File: config.mk
export PLATFORM = sky130hd
export DESIGN_NAME = sram_retention_ctrl
export DESIGN_NICKNAME = d
export VERILOG_FILES = /design/src/rtl/srpc_pkg.sv /design/src/rtl/srpc_bank_seq.sv /design/src/rtl/srpc_cfg_regs.sv /design/src/rtl/srpc_bus_gate.sv /design/src/rtl/sram_retention_ctrl.sv
export SDC_FILE = /design/constraint.sdc
export NUM_CORES = 1
export LEC_CHECK = 0
export ABC_AREA = 1
export CAP_MARGIN = 40
export CELL_PAD_IN_SITES_DETAIL_PLACEMENT = 1
export CELL_PAD_IN_SITES_GLOBAL_PLACEMENT = 1
export CORE_UTILIZATION = 36
export DETAILED_ROUTE_END_ITERATION = 16
export GPL_TIMING_DRIVEN = 0
export HOLD_SLACK_MARGIN = 0.03
export PLACE_DENSITY = 0.84
export SYNTH_ARGS = -nofsm -noshare
export SYNTH_HDL_FRONTEND = slang
export SYNTH_SLANG_ARGS = --single-unit
export TNS_END_PERCENT = 20
File: constraint.sdc
create_clock -name clk -period 2.75 [get_ports clk]
set_clock_uncertainty 0.1 [all_clocks]
set_input_delay 0.55 -clock clk [delete_from_list [all_inputs] [get_ports clk]]
set_output_delay 0.55 -clock clk [all_outputs]
set_load 0.05 [all_outputs]
File: src/rtl/srpc_pkg.sv
package srpc_pkg;
    typedef enum logic [1:0] {
        SUP_OFF  = 2'b00,
        SUP_RET  = 2'b01,
        SUP_FULL = 2'b10
    } supply_e;

    typedef enum logic [1:0] {
        BK_DARK,
        BK_HOLD,
        BK_SETTLE,
        BK_LIVE
    } bank_st_e;
endpackage

File: src/rtl/srpc_bank_seq.sv
module srpc_bank_seq
    import srpc_pkg::*;
#(
    parameter int SETTLE_CYC = 8
) (
    input  logic    clk,
    input  logic    rst_n,
    input  logic    chain_on_i,
    input  logic    off_i,
    input  logic    ret_en_i,
    output supply_e supply_o,
    output logic    ready_o,
    output logic    lost_set_o
);
    localparam int CW = $clog2(SETTLE_CYC + 1);
    localparam logic [CW-1:0] LAST_CNT = CW'(SETTLE_CYC - 1);

    bank_st_e      state_q, state_d;
    logic [CW-1:0] cnt_q;
    logic          gone_q;
    supply_e       target;
    logic          enter_settle;

    // target supply from the global chain and the bank's own bits
    always_comb begin
        if (off_i)           target = SUP_OFF;
        else if (chain_on_i) target = SUP_FULL;
        else if (ret_en_i)   target = SUP_RET;
        else                 target = SUP_OFF;
    end

    always_comb begin
        state_d = state_q;
        unique case (state_q)
            BK_LIVE: begin
                if (target == SUP_OFF)      state_d = BK_DARK;
                else if (target == SUP_RET) state_d = BK_HOLD;
            end
            BK_SETTLE: begin
                if (target == SUP_OFF)      state_d = BK_DARK;
                else if (target == SUP_RET) state_d = BK_HOLD;
                else if (cnt_q == LAST_CNT) state_d = BK_LIVE;
            end
            BK_HOLD: begin
                if (target == SUP_OFF)       state_d = BK_DARK;
                else if (target == SUP_FULL) state_d = BK_SETTLE;
            end
            BK_DARK: begin
                if (target == SUP_RET)       state_d = BK_HOLD;
                else if (target == SUP_FULL) state_d = BK_SETTLE;
            end
        endcase
    end

    assign enter_settle = (state_d == BK_SETTLE) && (state_q != BK_SETTLE);
    assign lost_set_o   = enter_settle && gone_q;

    // state register
    always_ff @(posedge clk or negedge rst_n) begin
        if (!rst_n) begin
            state_q <= BK_LIVE;
            cnt_q   <= '0;
            gone_q  <= 1'b0;
        end else begin
            state_q <= state_d;
            cnt_q   <= (state_q == BK_SETTLE) ? cnt_q + 1'b1 : '0;
            if (state_d == BK_DARK) gone_q <= 1'b1;
            else if (enter_settle)  gone_q <= 1'b0;
        end
    end

    // outputs from state
    always_comb begin
        unique case (state_q)
            BK_DARK:   begin supply_o = SUP_OFF;  ready_o = 1'b0; end
            BK_HOLD:   begin supply_o = SUP_RET;  ready_o = 1'b0; end
            BK_SETTLE: begin supply_o = SUP_FULL; ready_o = 1'b0; end
            BK_LIVE:   begin supply_o = SUP_FULL; ready_o = 1'b1; end
        endcase
    end

    logic past_ok;
    always_ff @(posedge clk or negedge rst_n) begin
        if (!rst_n) past_ok <= 1'b0;
        else        past_ok <= 1'b1;
    end

    a_r2_off_bit_disconnects: assert property (@(posedge clk) disable iff (!rst_n)
        past_ok && $past(off_i) |-> supply_o == SUP_OFF)
        else $error("R2 power-off bit did not disconnect");
    a_r3_chain_on_full: assert property (@(posedge clk) disable iff (!rst_n)
        past_ok && $past(chain_on_i && !off_i) |-> supply_o == SUP_FULL)
        else $error("R3 chain on without full supply");
    a_r4_retention: assert property (@(posedge clk) disable iff (!rst_n)
        past_ok && $past(!chain_on_i && !off_i && ret_en_i) |-> supply_o == SUP_RET)
        else $error("R4 retention supply missing");
    a_r5_disconnect: assert property (@(posedge clk) disable iff (!rst_n)
        past_ok && $past(!chain_on_i && !off_i && !ret_en_i) |-> supply_o == SUP_OFF)
        else $error("R5 bank not disconnected");
    a_r6_ready_after_full: assert property (@(posedge clk) disable iff (!rst_n)
        past_ok && $rose(ready_o) |-> $past(supply_o) == SUP_FULL)
        else $error("R6 ready rose without a settling period");
    a_r6_ready_drops_with_supply: assert property (@(posedge clk) disable iff (!rst_n)
        supply_o != SUP_FULL |-> !ready_o)
        else $error("R6 ready high without full supply");
endmodule

File: src/rtl/srpc_cfg_regs.sv
module srpc_cfg_regs #(
    parameter int         NB        = 4,
    parameter logic [3:0] RSVD_INIT = 4'b0110,
    parameter int         AW        = $clog2(NB + 1)
) (
    input  logic          clk,
    input  logic          rst_n,
    input  logic          wr_i,
    input  logic [AW-1:0] addr_i,
    input  logic [7:0]    wdata_i,
    output logic [7:0]    rdata_o,
    input  logic [NB-1:0] ready_i,
    input  logic [NB-1:0] lost_set_i,
    output logic [NB-1:0] off_o,
    output logic [NB-1:0] ret_en_o
);
    logic [NB-1:0] off_q, ret_q, lost_q;
    logic          unused_wbits;

    assign unused_wbits = ^{wdata_i[6], wdata_i[4]};

    always_ff @(posedge clk or negedge rst_n) begin
        if (!rst_n)                      off_q <= '0;
        else if (wr_i && addr_i == '0)   off_q <= wdata_i[NB-1:0];
    end

    for (genvar n = 0; n < NB; n++) begin : g_ctl
        logic sel;
        assign sel = wr_i && (addr_i == AW'(n + 1));

        always_ff @(posedge clk or negedge rst_n) begin
            if (!rst_n) begin
                ret_q[n]  <= 1'b1;
                lost_q[n] <= 1'b0;
            end else begin
                if (sel) ret_q[n] <= wdata_i[7];
                if (lost_set_i[n])            lost_q[n] <= 1'b1;
                else if (sel && wdata_i[5])   lost_q[n] <= 1'b0;
            end
        end
    end

    always_comb begin
        rdata_o = '0;
        if (addr_i == '0) rdata_o[NB-1:0] = off_q;
        for (int n = 0; n < NB; n++) begin
            if (addr_i == AW'(n + 1))
                rdata_o = {ret_q[n], ready_i[n], lost_q[n], 1'b0, RSVD_INIT};
        end
    end

    assign off_o    = off_q;
    assign ret_en_o = ret_q;

    logic past_ok;
    always_ff @(posedge clk or negedge rst_n) begin
        if (!rst_n) past_ok <= 1'b0;
        else        past_ok <= 1'b1;
    end

    for (genvar n = 0; n < NB; n++) begin : g_chk
        a_r9_set_wins: assert property (@(posedge clk) disable iff (!rst_n)
            past_ok && $past(lost_set_i[n]) |-> lost_q[n])
            else $error("R9 lost flag not set");
        a_r9_sticky: assert property (@(posedge clk) disable iff (!rst_n)
            past_ok && $fell(lost_q[n]) |-> $past(wr_i && addr_i == AW'(n + 1) && wdata_i[5]))
            else $error("R9 lost flag cleared without a write");
    end
endmodule

File: src/rtl/srpc_bus_gate.sv
module srpc_bus_gate #(
    parameter int NB = 4,
    parameter int DW = 32,
    parameter int BW = $clog2(NB)
) (
    input  logic          clk,
    input  logic          rst_n,
    input  logic          req_i,
    input  logic [BW-1:0] bank_i,
    input  logic [DW-1:0] sram_rdata_i,
    input  logic [NB-1:0] ready_i,
    output logic [DW-1:0] rdata_o,
    output logic          err_o
);
    logic ok;
    assign ok = ready_i[bank_i];

    always_ff @(posedge clk or negedge rst_n) begin
        if (!rst_n) begin
            err_o   <= 1'b0;
            rdata_o <= '0;
        end else begin
            err_o   <= req_i && !ok;
            rdata_o <= (req_i && ok) ? sram_rdata_i : '0;
        end
    end

    logic past_ok;
    always_ff @(posedge clk or negedge rst_n) begin
        if (!rst_n) past_ok <= 1'b0;
        else        past_ok <= 1'b1;
    end

    a_r8_err_on_unready: assert property (@(posedge clk) disable iff (!rst_n)
        past_ok && $past(req_i && !ready_i[bank_i]) |-> err_o && rdata_o == '0)
        else $error("R8 access to unready bank not flagged");
    a_r8_no_err_idle: assert property (@(posedge clk) disable iff (!rst_n)
        past_ok && $past(!req_i) |-> !err_o)
        else $error("R8 error without request");
endmodule

File: src/rtl/sram_retention_ctrl.sv
module sram_retention_ctrl
    import srpc_pkg::*;
#(
    parameter int         NUM_BANKS  = 4,
    parameter int         SETTLE_CYC = 8,
    parameter int         DATA_W     = 32,
    parameter logic [3:0] RSVD_INIT  = 4'b0110
) (
    input  logic                             clk,
    input  logic                             rst_n,
    input  logic                             chain_on,
    input  logic                             cfg_wr,
    input  logic [$clog2(NUM_BANKS+1)-1:0]   cfg_addr,
    input  logic [7:0]                       cfg_wdata,
    output logic [7:0]                       cfg_rdata,
    input  logic                             bus_req,
    input  logic [$clog2(NUM_BANKS)-1:0]     bus_bank,
    input  logic [DATA_W-1:0]                sram_rdata,
    output logic [DATA_W-1:0]                bus_rdata,
    output logic                             bus_err,
    output logic [2*NUM_BANKS-1:0]           bank_supply,
    output logic [NUM_BANKS-1:0]             bank_access
);
    localparam int AW = $clog2(NUM_BANKS + 1);
    localparam int BW = $clog2(NUM_BANKS);

    logic [NUM_BANKS-1:0] off_w, ret_w, ready_w, lost_set_w;

    for (genvar n = 0; n < NUM_BANKS; n++) begin : g_bank
        supply_e sup;
        srpc_bank_seq #(.SETTLE_CYC(SETTLE_CYC)) u_seq (
            .clk        (clk),
            .rst_n      (rst_n),
            .chain_on_i (chain_on),
            .off_i      (off_w[n]),
            .ret_en_i   (ret_w[n]),
            .supply_o   (sup),
            .ready_o    (ready_w[n]),
            .lost_set_o (lost_set_w[n])
        );
        assign bank_supply[2*n +: 2] = sup;
    end

    srpc_cfg_regs #(.NB(NUM_BANKS), .RSVD_INIT(RSVD_INIT), .AW(AW)) u_regs (
        .clk        (clk),
        .rst_n      (rst_n),
        .wr_i       (cfg_wr),
        .addr_i     (cfg_addr),
        .wdata_i    (cfg_wdata),
        .rdata_o    (cfg_rdata),
        .ready_i    (ready_w),
        .lost_set_i (lost_set_w),
        .off_o      (off_w),
        .ret_en_o   (ret_w)
    );

    srpc_bus_gate #(.NB(NUM_BANKS), .DW(DATA_W), .BW(BW)) u_gate (
        .clk          (clk),
        .rst_n        (rst_n),
        .req_i        (bus_req),
        .bank_i       (bus_bank),
        .sram_rdata_i (sram_rdata),
        .ready_i      (ready_w),
        .rdata_o      (bus_rdata),
        .err_o        (bus_err)
    );

    assign bank_access = ready_w;
endmodule

==> results.json <==
{
  "grt_first_pass_wirelength_um": 13900,
  "ctsRootBufferMaster": "clkbuf_8",
  "power_density_nw_per_um2": 610,
  "die_x_um": 96.1,
  "crit_buf_inv": 2,
  "setup-tns-final_ns": 0,
  "totalWireLength_um": 8140,
  "cp_max_fo": 5,
  "final_cell_mix": "88 x clkdlybuf4s50_1, 63 x inv_1, 63 x nand2_1",
  "hold_viol": 0,
  "initial_core_util_pct": 38.1,
  "slowest_stage": "clkdlybuf4s50_1",
  "drc_errors": 0,
  "status": "complete, no violations",
  "overflow": 0,
  "post-route-period-util_pct": 95.7,
  "syn_to_final_growth_pct": 40.3,
  "die_area_sq_um": 9240,
  "clkSlewWorstSetupHoldPaths_ns": 0.07,
  "post_cts_buffers": 0,
  "final_common_cell": "clkdlybuf4s50_1",
  "portBuffers": 98,
  "drive_gt1_share_pct": 18.8,
  "synth-seq-cells": 73,
  "fillers": 958,
  "syn_area_per_cell_sq_um": 9.14,
  "ant_nets": 0,
  "timing.rr.start": "g_bank[0].u_seq.state_q[1]",
  "cts_buffers": 9,
  "vias": 2610,
  "yosysSeqAreaShare_pct": 57.7,
  "cp_top_family": "buffers and inverters",
  "cts-htree-levels": 3,
  "clk_latency_ns": 0.34,
  "power_uw": 2730,
  "top_level_ports": 103,
  "criticalPathCategory": "input port to output pin",
  "cap_violations": 0,
  "relSlewSlack_pct": 63.6,
  "r2r-end": "u_gate.rdata_o[12]",
  "path_cells": "clkdlybuf4s50_1 > nor3_2 > nand2_1 > nand4_1 > buf_2",
  "grt_pass1_vias": 2930,
  "design_area_sq_um": 4470,
  "rsz0062_at_grt": "yes",
  "hold_path.class": "input port to asynchronous set/reset pin",
  "cts_tree": "yes",
  "utilization_pct": 53.4,
  "ys_warn_count": 0,
  "slowest_delay_ns": 0.56,
  "power.leakage_uw": 0.00220,
  "worstPathArrival_ns": 1.98,
  "grt_max_degree": 45,
  "grt_usage_pct": 20.2,
  "ir_drop_v": 0.000331,
  "via_per_inst": 4.59,
  "cp.required_ns": 2.10,
  "finalWeightedCongestion": 0.749,
  "yosys.cell_types.count": 28,
  "cp-start-kind": "input port",
  "die_height_um": 96.1,
  "max_freq_ghz": 0.380,
  "drtPass1Iterations": 4,
  "num_rows": 33,
  "r2r_slack_ns": 1.35,
  "hold_ws_ns": 0.0395,
  "grt_antenna_before_repair": 0,
  "finalSetupViolations": 0,
  "holdBufCountCts": 0,
  "seqCellArea_sq_um": 1840,
  "fin_crit_ns": 2.63,
  "multiInputGateArea_sq_um": 1010,
  "drt_iter0_drc": 52,
  "rr_worst_depth": 5,
  "coreArea_sq_um": 8380,
  "syn_inst": 349,
  "place_area_sq_um": 4320,
  "dp_hpwl_um": 6390,
  "cp-startpoint": "cfg_addr[2]",
  "tightestPinTransition_ns": 0.545,
  "end_kind": "output pin",
  "wl_per_cell_um": 14.3,
  "nets": 513,
  "clockBufferDepth": 2,
  "antenna_cells": 0,
  "cts_sinks": 73,
  "syn_area_sq_um": 3190,
  "syn_nets": 403,
  "slew_viol_final": 0
}
==> layer usage <==
| layer | global-route usage, % | vias up | share of wire, % |
|---|---|---|---|
| met1 | 21.5 | 1257 | 39 |
| li1 | - | 1256 | - |
| met3 | 8.77 | 8 | 10 |
| met5 | 0 | - | 0 |
| met2 | 36.5 | 89 | 50 |
| met4 | 5.35 | 0 | 1.0 |
==> final cells by class <==
class,count,area share [%]
Tap cell,105,2.94
Clock buffer,10,3.08
Inverter,64,5.37
Buffer,14,2.13
Multi-Input combinational cell,198,22.6
Sequential cell,73,41.2
Timing Repair Buffer,99,21.4
Clock inverter,6,1.29
==> through the flow <==
stage / std cells / setup slack, ns
after floorplan: 349 / 0.483
after global placement: 552 / -1.48
after detailed placement: 553 / -0.431
after CTS: 569 / -0.0751
after global routing: 569 / -0.0130
final: 569 / 0.118
==> sequential cells by signal, summed over array words and instances (netlist names) <==
signal,flops
u_gate.err_o,1
u_gate.rdata_o,32
g_bank.u_seq.state_q,8
g_bank.u_seq.gone_q,4
g_bank.u_seq.cnt_q,16
u_regs.ret_en_o,4
u_regs.off_o,4
u_regs.lost_q,4
==> worst max-delay path by stage <==
stage | end | slack [ns] | cells past startpoint
2_1_floorplan | cfg_rdata[0] | 0.48 | 5
3_3_place_gp | u_gate.rdata_o[26] | -1.48 | 1
3_5_place_dp | cfg_rdata[5] | -0.43 | 5
4_1_cts | cfg_rdata[0] | -0.08 | 7
5_1_grt | cfg_rdata[5] | -0.01 | 7
6_report | cfg_rdata[5] | 0.12 | 5
==> where the power goes <==
part | switching (uW) | internal [uW]
combinational | 407 | 226
clock | 393 | 437
sequential | 76.0 | 1190
==> cells in the mapped netlist <==
library cell / n / area (sq um)
nor2_4: 4 / 45.0
nand4_1: 3 / 18.8
buf_6: 3 / 33.8
inv_1: 63 / 236
nor2_2: 28 / 175
a21boi_0: 1 / 7.51
buf_2: 1 / 5.00
ha_1: 4 / 50.1
conb_1: 1 / 3.75
buf_1: 1 / 3.75
nand3_1: 17 / 85.1
a21oi_1: 3 / 15.0
nand3_2: 3 / 30.0
buf_4: 5 / 37.5
nand2_1: 63 / 236
nor2_1: 44 / 165
clkbuf_1: 4 / 15.0
nor3_2: 2 / 20.0
dfrtp_1: 61 / 1530
nor3_1: 3 / 15.0
nand3_4: 1 / 17.5
o21ai_0: 11 / 55.1
nor3b_1: 3 / 22.5
o21ai_1: 3 / 15.0
xor2_1: 3 / 26.3
o2bb2ai_1: 1 / 8.76
inv_2: 1 / 3.75
dfstp_2: 12 / 315
==> worst register-to-register path, stage by stage, from the launching register on <==
cell and delay (ns):
dfstp_2 0.60, nand3_1 0.13, nand3_2 0.11, nand3_4 0.11
buf_6 0.18, nor2_2 0.10
==> what timing repair did <==
| action | CTS | global route |
|---|---|---|
| endpoints found under the setup margin | 7 | 9 |
| endpoints found under the hold margin | 0 | 0 |
| resized for setup | 20 | 15 |
| pin swaps | 0 | 0 |
==> logic make-up after synthesis <==
family                     Yosys count  synth area share [%]
AOI/OAI and AO/OA                   19                  3.18
xor gates and xnor gates             3                 0.824
adders and majority gates            4                  1.57
buffers and inverters               78                  10.5
DFF                                 73                  57.7
other                                1                 0.118
and+or+nand+nor                    171                  26.0
Note: power is estimated with default switching activity, not from simulation.
